[src/rtl/wp_pkg.sv]
package wp_pkg;
  typedef enum logic [2:0] {
    ST_STEP0 = 3'd0,
    ST_STEP1 = 3'd1,
    ST_STEP2 = 3'd2,
    ST_OPEN  = 3'd3,
    ST_HOLD  = 3'd4
  } wp_state_e;
endpackage

[src/rtl/wp_key_match.sv]
module wp_key_match #(
  parameter int ADDR_W = 13,
  parameter int DATA_W = 8,
  parameter int KEY_N  = 3,
  parameter logic [KEY_N*ADDR_W-1:0] KEY_ADDRS = '0,
  parameter logic [KEY_N*DATA_W-1:0] KEY_DATAS = '0,
  localparam int STEP_W = $clog2(KEY_N + 1)
) (
  input  logic [STEP_W-1:0] step_i,
  input  logic [ADDR_W-1:0] addr_i,
  input  logic [DATA_W-1:0] data_i,
  output logic              hit_o
);
  logic [KEY_N-1:0] hit_vec;

  // Entry 0 sits in the low bits of the key vectors.
  for (genvar i = 0; i < KEY_N; i++) begin : g_key
    assign hit_vec[i] = (addr_i == KEY_ADDRS[i*ADDR_W +: ADDR_W]) &&
                        (data_i == KEY_DATAS[i*DATA_W +: DATA_W]);
  end

  always_comb begin
    hit_o = 1'b0;
    for (int i = 0; i < KEY_N; i++) begin
      if (step_i == STEP_W'(i)) hit_o = hit_vec[i];
    end
  end
endmodule

[src/rtl/wp_window_timer.sv]
module wp_window_timer #(
  parameter int WIN_CYC = 32,
  localparam int CNT_W = $clog2(WIN_CYC + 1)
) (
  input  logic clk,
  input  logic rst_n,
  input  logic run_i,
  input  logic clear_i,
  output logic expired_o
);
  logic [CNT_W-1:0] cnt_q, cnt_d;
  logic             cnt_en;

  assign cnt_en = clear_i || (run_i && !expired_o);

  always_comb begin
    if (clear_i || !run_i) cnt_d = '0;
    else                   cnt_d = cnt_q + CNT_W'(1);
  end

  always_ff @(posedge clk or negedge rst_n) begin
    if (!rst_n)      cnt_q <= '0;
    else if (cnt_en) cnt_q <= cnt_d;
  end

  assign expired_o = (cnt_q >= CNT_W'(WIN_CYC));


  cnt_bound_chk: assert property (@(posedge clk) disable iff (!rst_n)
    cnt_q <= CNT_W'(WIN_CYC));
endmodule

[src/rtl/wp_page_guard.sv]
module wp_page_guard #(
  parameter int PAGE_W = 7
) (
  input  logic              clk,
  input  logic              rst_n,
  input  logic              clr_i,
  input  logic              wr_i,
  input  logic [PAGE_W-1:0] page_i,
  output logic              match_o
);
  logic              valid_q, valid_d;
  logic [PAGE_W-1:0] page_q;
  logic              page_en;

  assign match_o = !valid_q || (page_i == page_q);
  assign page_en = wr_i && !valid_q && !clr_i;

  always_comb begin
    valid_d = valid_q;
    if (clr_i)        valid_d = 1'b0;
    else if (page_en) valid_d = 1'b1;
  end

  always_ff @(posedge clk or negedge rst_n) begin
    if (!rst_n) begin
      valid_q <= 1'b0;
      page_q  <= '0;
    end else begin
      valid_q <= valid_d;
      if (page_en) page_q <= page_i;
    end
  end
endmodule

[src/rtl/wp_seq_guard.sv]
module wp_seq_guard
  import wp_pkg::*;
#(
  parameter int ADDR_W   = 13,
  parameter int DATA_W   = 8,
  parameter int PAGE_LSB = 6,
  parameter int WIN_CYC  = 32,
  localparam int PAGE_W  = ADDR_W - PAGE_LSB,
  localparam int KEY_N   = 3,
  localparam int STEP_W  = $clog2(KEY_N + 1)
) (
  input  logic              clk,
  input  logic              rst_n,
  input  logic              wr_evt_i,
  input  logic [ADDR_W-1:0] wr_addr_i,
  input  logic [DATA_W-1:0] wr_data_i,
  input  logic              cycle_done_i,
  output logic              commit_o,
  output logic              dummy_o,
  output logic              prot_o
);
  localparam logic [KEY_N*ADDR_W-1:0] KEY_A =
    {ADDR_W'('h1555), ADDR_W'('h0AAA), ADDR_W'('h1555)};
  localparam logic [KEY_N*DATA_W-1:0] KEY_D =
    {DATA_W'('hA0), DATA_W'('h55), DATA_W'('hAA)};

  wp_state_e         state_q, state_d;
  logic              commit_d, dummy_d, prot_d;
  logic              in_key, tmr_expired, key_hit, page_ok, pg_wr;
  logic [STEP_W-1:0] eff_step;

  assign in_key   = (state_q == ST_STEP1) || (state_q == ST_STEP2);
  assign eff_step = (in_key && !tmr_expired) ? STEP_W'(state_q) : '0;

  wp_key_match #(
    .ADDR_W(ADDR_W), .DATA_W(DATA_W), .KEY_N(KEY_N),
    .KEY_ADDRS(KEY_A), .KEY_DATAS(KEY_D)
  ) u_key (
    .step_i(eff_step), .addr_i(wr_addr_i), .data_i(wr_data_i), .hit_o(key_hit)
  );

  wp_window_timer #(.WIN_CYC(WIN_CYC)) u_tmr (
    .clk(clk), .rst_n(rst_n), .run_i(in_key), .clear_i(wr_evt_i),
    .expired_o(tmr_expired)
  );

  assign pg_wr = (state_q == ST_OPEN) && wr_evt_i && !cycle_done_i;

  wp_page_guard #(.PAGE_W(PAGE_W)) u_page (
    .clk(clk), .rst_n(rst_n), .clr_i(state_q != ST_OPEN), .wr_i(pg_wr),
    .page_i(wr_addr_i[ADDR_W-1:PAGE_LSB]), .match_o(page_ok)
  );

  always_comb begin
    state_d  = state_q;
    commit_d = 1'b0;
    dummy_d  = 1'b0;
    unique case (state_q)
      ST_STEP0, ST_STEP1, ST_STEP2: begin
        if (wr_evt_i) begin
          if (!key_hit) begin
            dummy_d = 1'b1;
            state_d = ST_HOLD;
          end else if (eff_step == STEP_W'(KEY_N - 1)) begin
            state_d = ST_OPEN;
          end else begin
            state_d = wp_state_e'(3'(eff_step) + 3'd1);
          end
        end else if (in_key && tmr_expired) begin
          state_d = ST_STEP0;
        end
      end
      ST_OPEN: begin
        if (cycle_done_i)               state_d  = ST_STEP0;
        else if (wr_evt_i && page_ok)   commit_d = 1'b1;
      end
      ST_HOLD: begin
        if (cycle_done_i) state_d = ST_STEP0;
      end
      default: state_d = ST_STEP0;
    endcase
    prot_d = (state_d != ST_OPEN);
  end

  always_ff @(posedge clk or negedge rst_n) begin
    if (!rst_n) begin
      state_q  <= ST_STEP0;
      commit_o <= 1'b0;
      dummy_o  <= 1'b0;
      prot_o   <= 1'b1;
    end else begin
      state_q  <= state_d;
      commit_o <= commit_d;
      dummy_o  <= dummy_d;
      prot_o   <= prot_d;
    end
  end


  commit_open_chk: assert property (@(posedge clk) disable iff (!rst_n)
    commit_o |-> ($past(!prot_o) && $past(wr_evt_i)));

  dummy_cause_chk: assert property (@(posedge clk) disable iff (!rst_n)
    dummy_o |-> ($past(wr_evt_i) && prot_o && !commit_o));

  unlock_cause_chk: assert property (@(posedge clk) disable iff (!rst_n)
    $fell(prot_o) |-> $past(wr_evt_i));

  rearm_cause_chk: assert property (@(posedge clk) disable iff (!rst_n)
    $rose(prot_o) |-> $past(cycle_done_i));

  hold_quiet_chk: assert property (@(posedge clk) disable iff (!rst_n)
    (state_q == ST_HOLD && !cycle_done_i) |=> (!commit_o && !dummy_o));
endmodule

[config.mk]
export PLATFORM = sky130hd
export DESIGN_NAME = wp_seq_guard
export DESIGN_NICKNAME = d
export VERILOG_FILES = /design/src/rtl/wp_pkg.sv /design/src/rtl/wp_key_match.sv /design/src/rtl/wp_window_timer.sv /design/src/rtl/wp_page_guard.sv /design/src/rtl/wp_seq_guard.sv
export SDC_FILE = /design/constraint.sdc
export NUM_CORES = 1
export LEC_CHECK = 0
export BUFFER_PORTS_ARGS = -buffer_cell sky130_fd_sc_hd__buf_2
export CORE_AREA = 5 5 67 69
export CTS_CLUSTER_SIZE = 14
export DETAILED_ROUTE_END_ITERATION = 12
export DIE_AREA = 0 0 72 74
export SYNTH_ARGS = -nofsm -noshare
export SYNTH_HDL_FRONTEND = slang
export SYNTH_SLANG_ARGS = --single-unit
[constraint.sdc]
create_clock -name clk -period 3.8 [get_ports clk]
set_input_delay 0.57 -clock clk [delete_from_list [all_inputs] [get_ports clk]]
set_output_delay 0.57 -clock clk [all_outputs]
set_load 0.02 [all_outputs]
# Yosys cells after proc, flatten, opt, wreduce, memory -nomap -nowiden
# Index checks and enable logic that the tools add are counted.
[op_classes] magnitude_cmp=1 addsub=2 eq_ne=14 n_reduce_logical=24 muxes=19
[ops] op="$eq 8x8->1 const B" count=2
[ops] op="$mux 3" count=5
[ops] op="$eq 13x12->1 const B" count=1
[ops] op="$eq 13x13->1 const B" count=1
[ops] op="$mux 1" count=11
[ops] op="$logic_and 1x1->1" count=10
[ops] op="$eq 8x7->1 const B" count=1
[ops] op="$eq 7x7->1" count=1
[ops] op="$add 6x1->6 const B" count=1
[ops] op="$eq 3x2->1 const B" count=2
[ops] op="$ge 6x6->1 const B" count=1
[ops] op="$mux 6" count=1
[ops] op="$ne 3x2->1 const B" count=2
[ops] op="$pmux 3 s2" count=1
[ops] op="$logic_not 1->1" count=5
[ops] op="$logic_or 1x1->1" count=4
[ops] op="$add 2x1->3 const B" count=1
[ops] op="$eq 3x1->1 const B" count=1
[ops] op="$eq 3x3->1 const B" count=1
[ops] op="$logic_not 3->1" count=1
[ops] op="$reduce_or 3->1" count=1
[ops] op="$eq 2x1->1 const B" count=1
[ops] op="$eq 2x2->1 const B" count=1
[ops] op="$logic_not 2->1" count=1
[ops] op="other kinds (3)" count=3
[word_totals] in_bits=25 ff_bits=20 wordCells=67

# Depth between registers and ports, before layout
[logic_depth] word_depth=12 ltp_mapped=10 ltp_nobuf=9

# Modules after synthesis
# From an unflattened synthesis, not the netlist that was laid out.
[unflattened] cells_unflattened=114 area_unflattened_um2=1216.2
[by_module_without_submodules] mod="wp_page_guard" cells_per_inst=27 area_each_um2=381.6 n_inst=1
[by_module_without_submodules] mod="wp_seq_guard" cells_per_inst=39 area_each_um2=360.3 n_inst=1
[by_module_without_submodules] mod="wp_window_timer" cells_per_inst=30 area_each_um2=316.6 n_inst=1
[by_module_without_submodules] mod="wp_key_match" cells_per_inst=18 area_each_um2=157.7 n_inst=1

# Worst setup path after synthesis
# OpenSTA, ideal clock, no wires.
[synth_timing] kind="flip-flop to flip-flop" startpoint="register state_q[1]" endpoint="register state_q[0]" setup_time_ns=0.083 synth_period_minus_slack_ns=2.090 path_stages_with_launch=10 n_path_buf=1 required_ns=3.717 slack_ns=1.710 arrival_time_ns=2.007 cell_sequence="dfrtp_1 -> buf_2 -> xnor2_1 -> nor3_1 -> nand2_1 -> ha_1 -> nor2_1 -> a22oi_1 -> o32a_1 -> o21ai_0"
[synth_between] elab_chain_len=11 word_cells_on_any_way=23
[synth_lines] item="start: declaration" line_no="wp_seq_guard.sv:27" source="wp_state_e state_q, state_d;"
[synth_lines] item="start signal: assignment" line_no="wp_seq_guard.sv:92" source="state_q <= state_d;"
[synth_lines] item="$eq 3x1->1 / $eq 3x2->1 (equally long branches)" line_no="wp_seq_guard.sv:32, wp_seq_guard.sv:58"
[synth_lines] item="$logic_or 1x1->1" line_no="wp_seq_guard.sv:32" source="assign in_key = (state_q == ST_STEP1) || (state_q == ST_STEP2);"
[synth_lines] item="$logic_and 1x1->1" line_no="wp_seq_guard.sv:33" source="assign eff_step = (in_key && !tmr_expired) ? STEP_W'(state_q) : '0;"
[synth_lines] item="$mux 2" line_no="wp_seq_guard.sv:33"
[synth_lines] item="$logic_not 2->1" line_no="wp_key_match.sv:25" source="if (step_i == STEP_W'(i)) hit_o = hit_vec[i];"
[synth_lines] item="$mux 1 (3 in series)" line_no="wp_key_match.sv:25"
[synth_lines] item="$mux 3" line_no="wp_seq_guard.sv:61" source="if (!key_hit) begin"
[synth_lines] item="$mux 3" line_no="wp_seq_guard.sv:60" source="if (wr_evt_i) begin"
[synth_lines] item="$pmux 3 s2 (*)" line_no="wp_seq_guard.sv:58" source="unique case (state_q)"
[synth_lines] item="net state_d[0]" line_no="wp_seq_guard.sv:27"
# The timed path passes the listed nets; every way through them passes the cells marked *.
# A chain may end at the register's enable or synchronous reset.

# Final worst setup path
[layout_timing] startpoint="register state_q[1]" endpoint="register state_q[2]"
# The elaborated chain is that of the path after synthesis.

==> impl_results.md <==
- Antenna violations before repair: 0
- Synthesized instance count: 124
- Crit path launch type: flip-flop
- Number of nets in the synthesized netlist: 155
- TritonCTS clock tree: built
- Detailed Routing Iterations Pass 1: 4
- Number of enable flip-flop cells after synthesis: 0
- Data required time of the worst path: 3.93 ns
- Cell Pwr Density: 323 mW/mm2
- Most frequent standard cell in the layout excluding fill and tap cells: sky130_fd_sc_hd__buf_2
- Pre-CTS setup slack: 1.41 ns
- Portion of netlist area occupied by mux cells: 0.0699
- Aggregate global-route resource usage: 0.112
- Compound-Gate Fraction of Synth Area: 0.0886
- Number of buffers inserted to repair setup after CTS: 0
- Synthesized-area fraction occupied by xor and xnor cells: 0.0758
- Most frequent cells in the layout: sky130_fd_sc_hd__buf_2 (27), sky130_fd_sc_hd__dfrtp_1 (19), sky130_fd_sc_hd__nor2_1 (9)
- Max-slew violation count: 0
- Standard-cell row count: 23
- Vert. Die Dim: 74 um
- Leakage power figure: 0.684 nW
- Seq/Total Area, Yosys: 0.395
- Post-route ant nets: 0
- Sum of internal, switching and leakage power: 0.000491 W
- Vias in the first global route: 1,042
- Area growth from synthesis to layout: 19.5%
- GPL Wtd Cong: 0.880
- Worst-Margin Slew: 0.463 ns
- Maximum number of pins on one net before global-route repair: 21
- Hold crit path type: input port to asynchronous set/reset pin
- Number of DRC markers in iteration 0: 25
- DRC viols: 0
- Placed Cells incl. Taps: 198
- Share of cells above drive strength 1: 0.276
- Asr flop ratio synth: 1.00
- Main combinational cell family by area after synthesis: simple AND/OR/NAND/NOR gates
- Fraction of the cycle the final worst path needs: 0.636
- Global-route wire length before repair: 4.71 mm
- Simple-gate share of the synthesized area: 0.278
- Crit path time final: 2.42 ns
- Relative contribution of sequential cells to total power: 0.459
- Gate power share: 0.101
- Setup-violating endpoint count in the final report: 0
- Total number of yosys warnings: 0
- Post-Layout Cell Count: 202
- Max FO, Critical Path: 10
- Number of clock sinks: 20
- Most instantiated flip-flop cell in the synthesis netlist: sky130_fd_sc_hd__dfrtp_1
- Data arrival at the endpoint of the critical path: 2.55 ns
- P_int: 0.000383 W
- Smallest setup slack after layout: 1.38 ns
- Netlist area before placement: 0.00127 mm2
- Number of buffers inserted by port buffering: 27
- Die outline width: 72 um
- Vias: 1,005
- Worst slew slack as a fraction of its limit: 0.689
- Type of the worst setup path: flip-flop to flip-flop
- HPWL after detailed placement: 2.21 mm
- Net Switching: 0.000108 W
- Final setup TNS: 0 ns
- Share of total power in the clock network: 0.440
- Later-pin clock latency in the skew report: 0.26 ns
- Synthesized-area fraction occupied by adder cells: 0.0591
- Number of hold buffers added after CTS: 0
- Number of failing hold endpoints at the final stage: 0
- Worst clock skew: 0.00719 ns
- Clock-pin slew on the worst setup and hold paths: 0.08 ns
- Max Root-Sink Buffers: 2
- Crit end category: flip-flop
- Via density per instance: 4.98
- Full die area: 0.00533 mm2
- Fill cell instance count of the final layout: 392
- Core footprint: 0.00386 mm2
- TritonCTS Buffers: 3
- Post-detailed-routing wire length: 2.72 mm
- Max-cap violations: 0
- Final nets: 184
- RSZ-0062 raised after global routing: no
- Post-detailed-route wirelength per cell: 13.4 um
- Count of different cell masters after synthesis: 42
- Switching share of power: 0.221
- Status: finished, final reports clean
- Flops & latches, synth: 20
- Syn_area_per_cell: 10.3 um2
- Max Fclk: 414 MHz
- Initial core utilization: 0.330
- Total I/O pin count: 28
- GR Overflow Total: 0
- Number of diodes added for antenna fixing: 0
- Clk root buf: sky130_fd_sc_hd__clkbuf_8
- Number of gates resized after CTS: 0
- Worst VDD drop: 0.119 mV
- Maximum level of the CTS H-tree: 1
-- final timing paths --
kind                                         startpoint                            to  slack, ns  depth (start not counted)
hold reg to reg            u_page.page_q[1]$_DFFE_PN0P_  u_page.page_q[1]$_DFFE_PN0P_       0.51                          1
setup reg to reg                   state_q[1]$_DFF_PN0_          state_q[2]$_DFF_PN0_       1.38                          8
min in group clk           u_page.page_q[1]$_DFFE_PN0P_  u_page.page_q[1]$_DFFE_PN0P_       0.51                          1
max in group asynchronous                         rst_n              prot_o$_DFF_PN1_       3.22                          1
setup / recovery                   state_q[1]$_DFF_PN0_          state_q[2]$_DFF_PN0_       1.38                          8
hold / removal                                    rst_n  u_page.page_q[1]$_DFFE_PN0P_       0.24                          1
-- synthesized netlist by cell type (2+ instances only) --
cell	n	share of area
sky130_fd_sc_hd__nor3_1	4	0.016
sky130_fd_sc_hd__nand2_1	4	0.012
sky130_fd_sc_hd__nand3b_1	2	0.012
sky130_fd_sc_hd__nand3_1	3	0.012
sky130_fd_sc_hd__nand2b_1	3	0.015
sky130_fd_sc_hd__xnor2_1	7	0.048
sky130_fd_sc_hd__nor2_1	9	0.027
sky130_fd_sc_hd__xor2_1	4	0.028
sky130_fd_sc_hd__inv_1	6	0.018
sky130_fd_sc_hd__o21ai_0	7	0.028
sky130_fd_sc_hd__a21oi_1	3	0.012
sky130_fd_sc_hd__buf_2	2	0.0079
sky130_fd_sc_hd__nor4bb_1	4	0.031
sky130_fd_sc_hd__nor2b_1	4	0.020
sky130_fd_sc_hd__mux2_2	6	0.053
sky130_fd_sc_hd__and4b_1	2	0.016
sky130_fd_sc_hd__nand4_1	3	0.015
sky130_fd_sc_hd__ha_1	6	0.059
sky130_fd_sc_hd__nor4b_1	2	0.014
sky130_fd_sc_hd__dfrtp_1	19	0.37
sky130_fd_sc_hd__nor4_1	3	0.015
-- per-stage QoR --
stage / hold WS (ns) / util / area (um2)
detailed placement: 0.501 / 0.375 / 1450
global placement: 0.493 / 0.375 / 1450
finish: 0.243 / 0.394 / 1520
floorplan: 0.274 / - / 1270
CTS: 0.262 / 0.394 / 1520
global route: 0.289 / 0.394 / 1520
-- power groups by stage --
stage	Sequential, W	Clock (W)	Combinational (W)
global placement	0.000229	0	0.0000493
global route	0.000227	0.000231	0.0000552
floorplan	0.000226	0	0.0000278
CTS	0.000225	0.000221	0.0000504
finish	0.000225	0.000216	0.0000498
detailed placement	0.000230	0	0.0000499
-- routing by layer --
layer | track usage | share of wire
met5 | 0 | 0
met4 | 0.0438 | 0.016
met3 | 0.0203 | 0.057
met2 | 0.192 | 0.48
met1 | 0.140 | 0.45
-- critical path: stages (launching register included) --
cell	delay [ns]
sky130_fd_sc_hd__dfrtp_1	0.48
sky130_fd_sc_hd__xnor2_1	0.22
sky130_fd_sc_hd__nor3_1	0.39
sky130_fd_sc_hd__nand2_1	0.18
sky130_fd_sc_hd__ha_1	0.25
sky130_fd_sc_hd__nor2_1	0.10
sky130_fd_sc_hd__a22oi_1	0.11
sky130_fd_sc_hd__o32ai_1	0.40
sky130_fd_sc_hd__o21ai_0	0.15
-- state kept, by name, summed over array words and instances, names as in the netlist --
name	flops
prot_o	1
u_tmr.cnt_q	6
state_q	3
u_page.valid_q	1
commit_o	1
u_page.page_q	7
dummy_o	1
-- area by class of cell --
| class | instances | area (um2) | share of cell area |
|---|---|---|---|
| clock buffers | 3 | 41.3 | 0.0272 |
| clock inverters | 1 | 30.0 | 0.0198 |
| inverters | 6 | 22.5 | 0.0148 |
| multi-input cells | 95 | 726 | 0.478 |
| flip-flops and latches | 20 | 502 | 0.330 |
| well taps | 50 | 62.6 | 0.0412 |
| repair buffers | 27 | 135 | 0.0890 |
-- cells by family (layout without fill, tap and decap cells) --
logic type               count (synthesis)  in the layout
AND/OR/NAND/NOR                         52             52
flip-flops                              20             20
AO/OA/AOI/OAI                           18             18
XOR/XNOR                                11             11
buffers and inverters                    9             37
multiplexers                             8              8
adder cells (fa/ha/maj)                  6              6
Power figures use the tool's default switching activity.
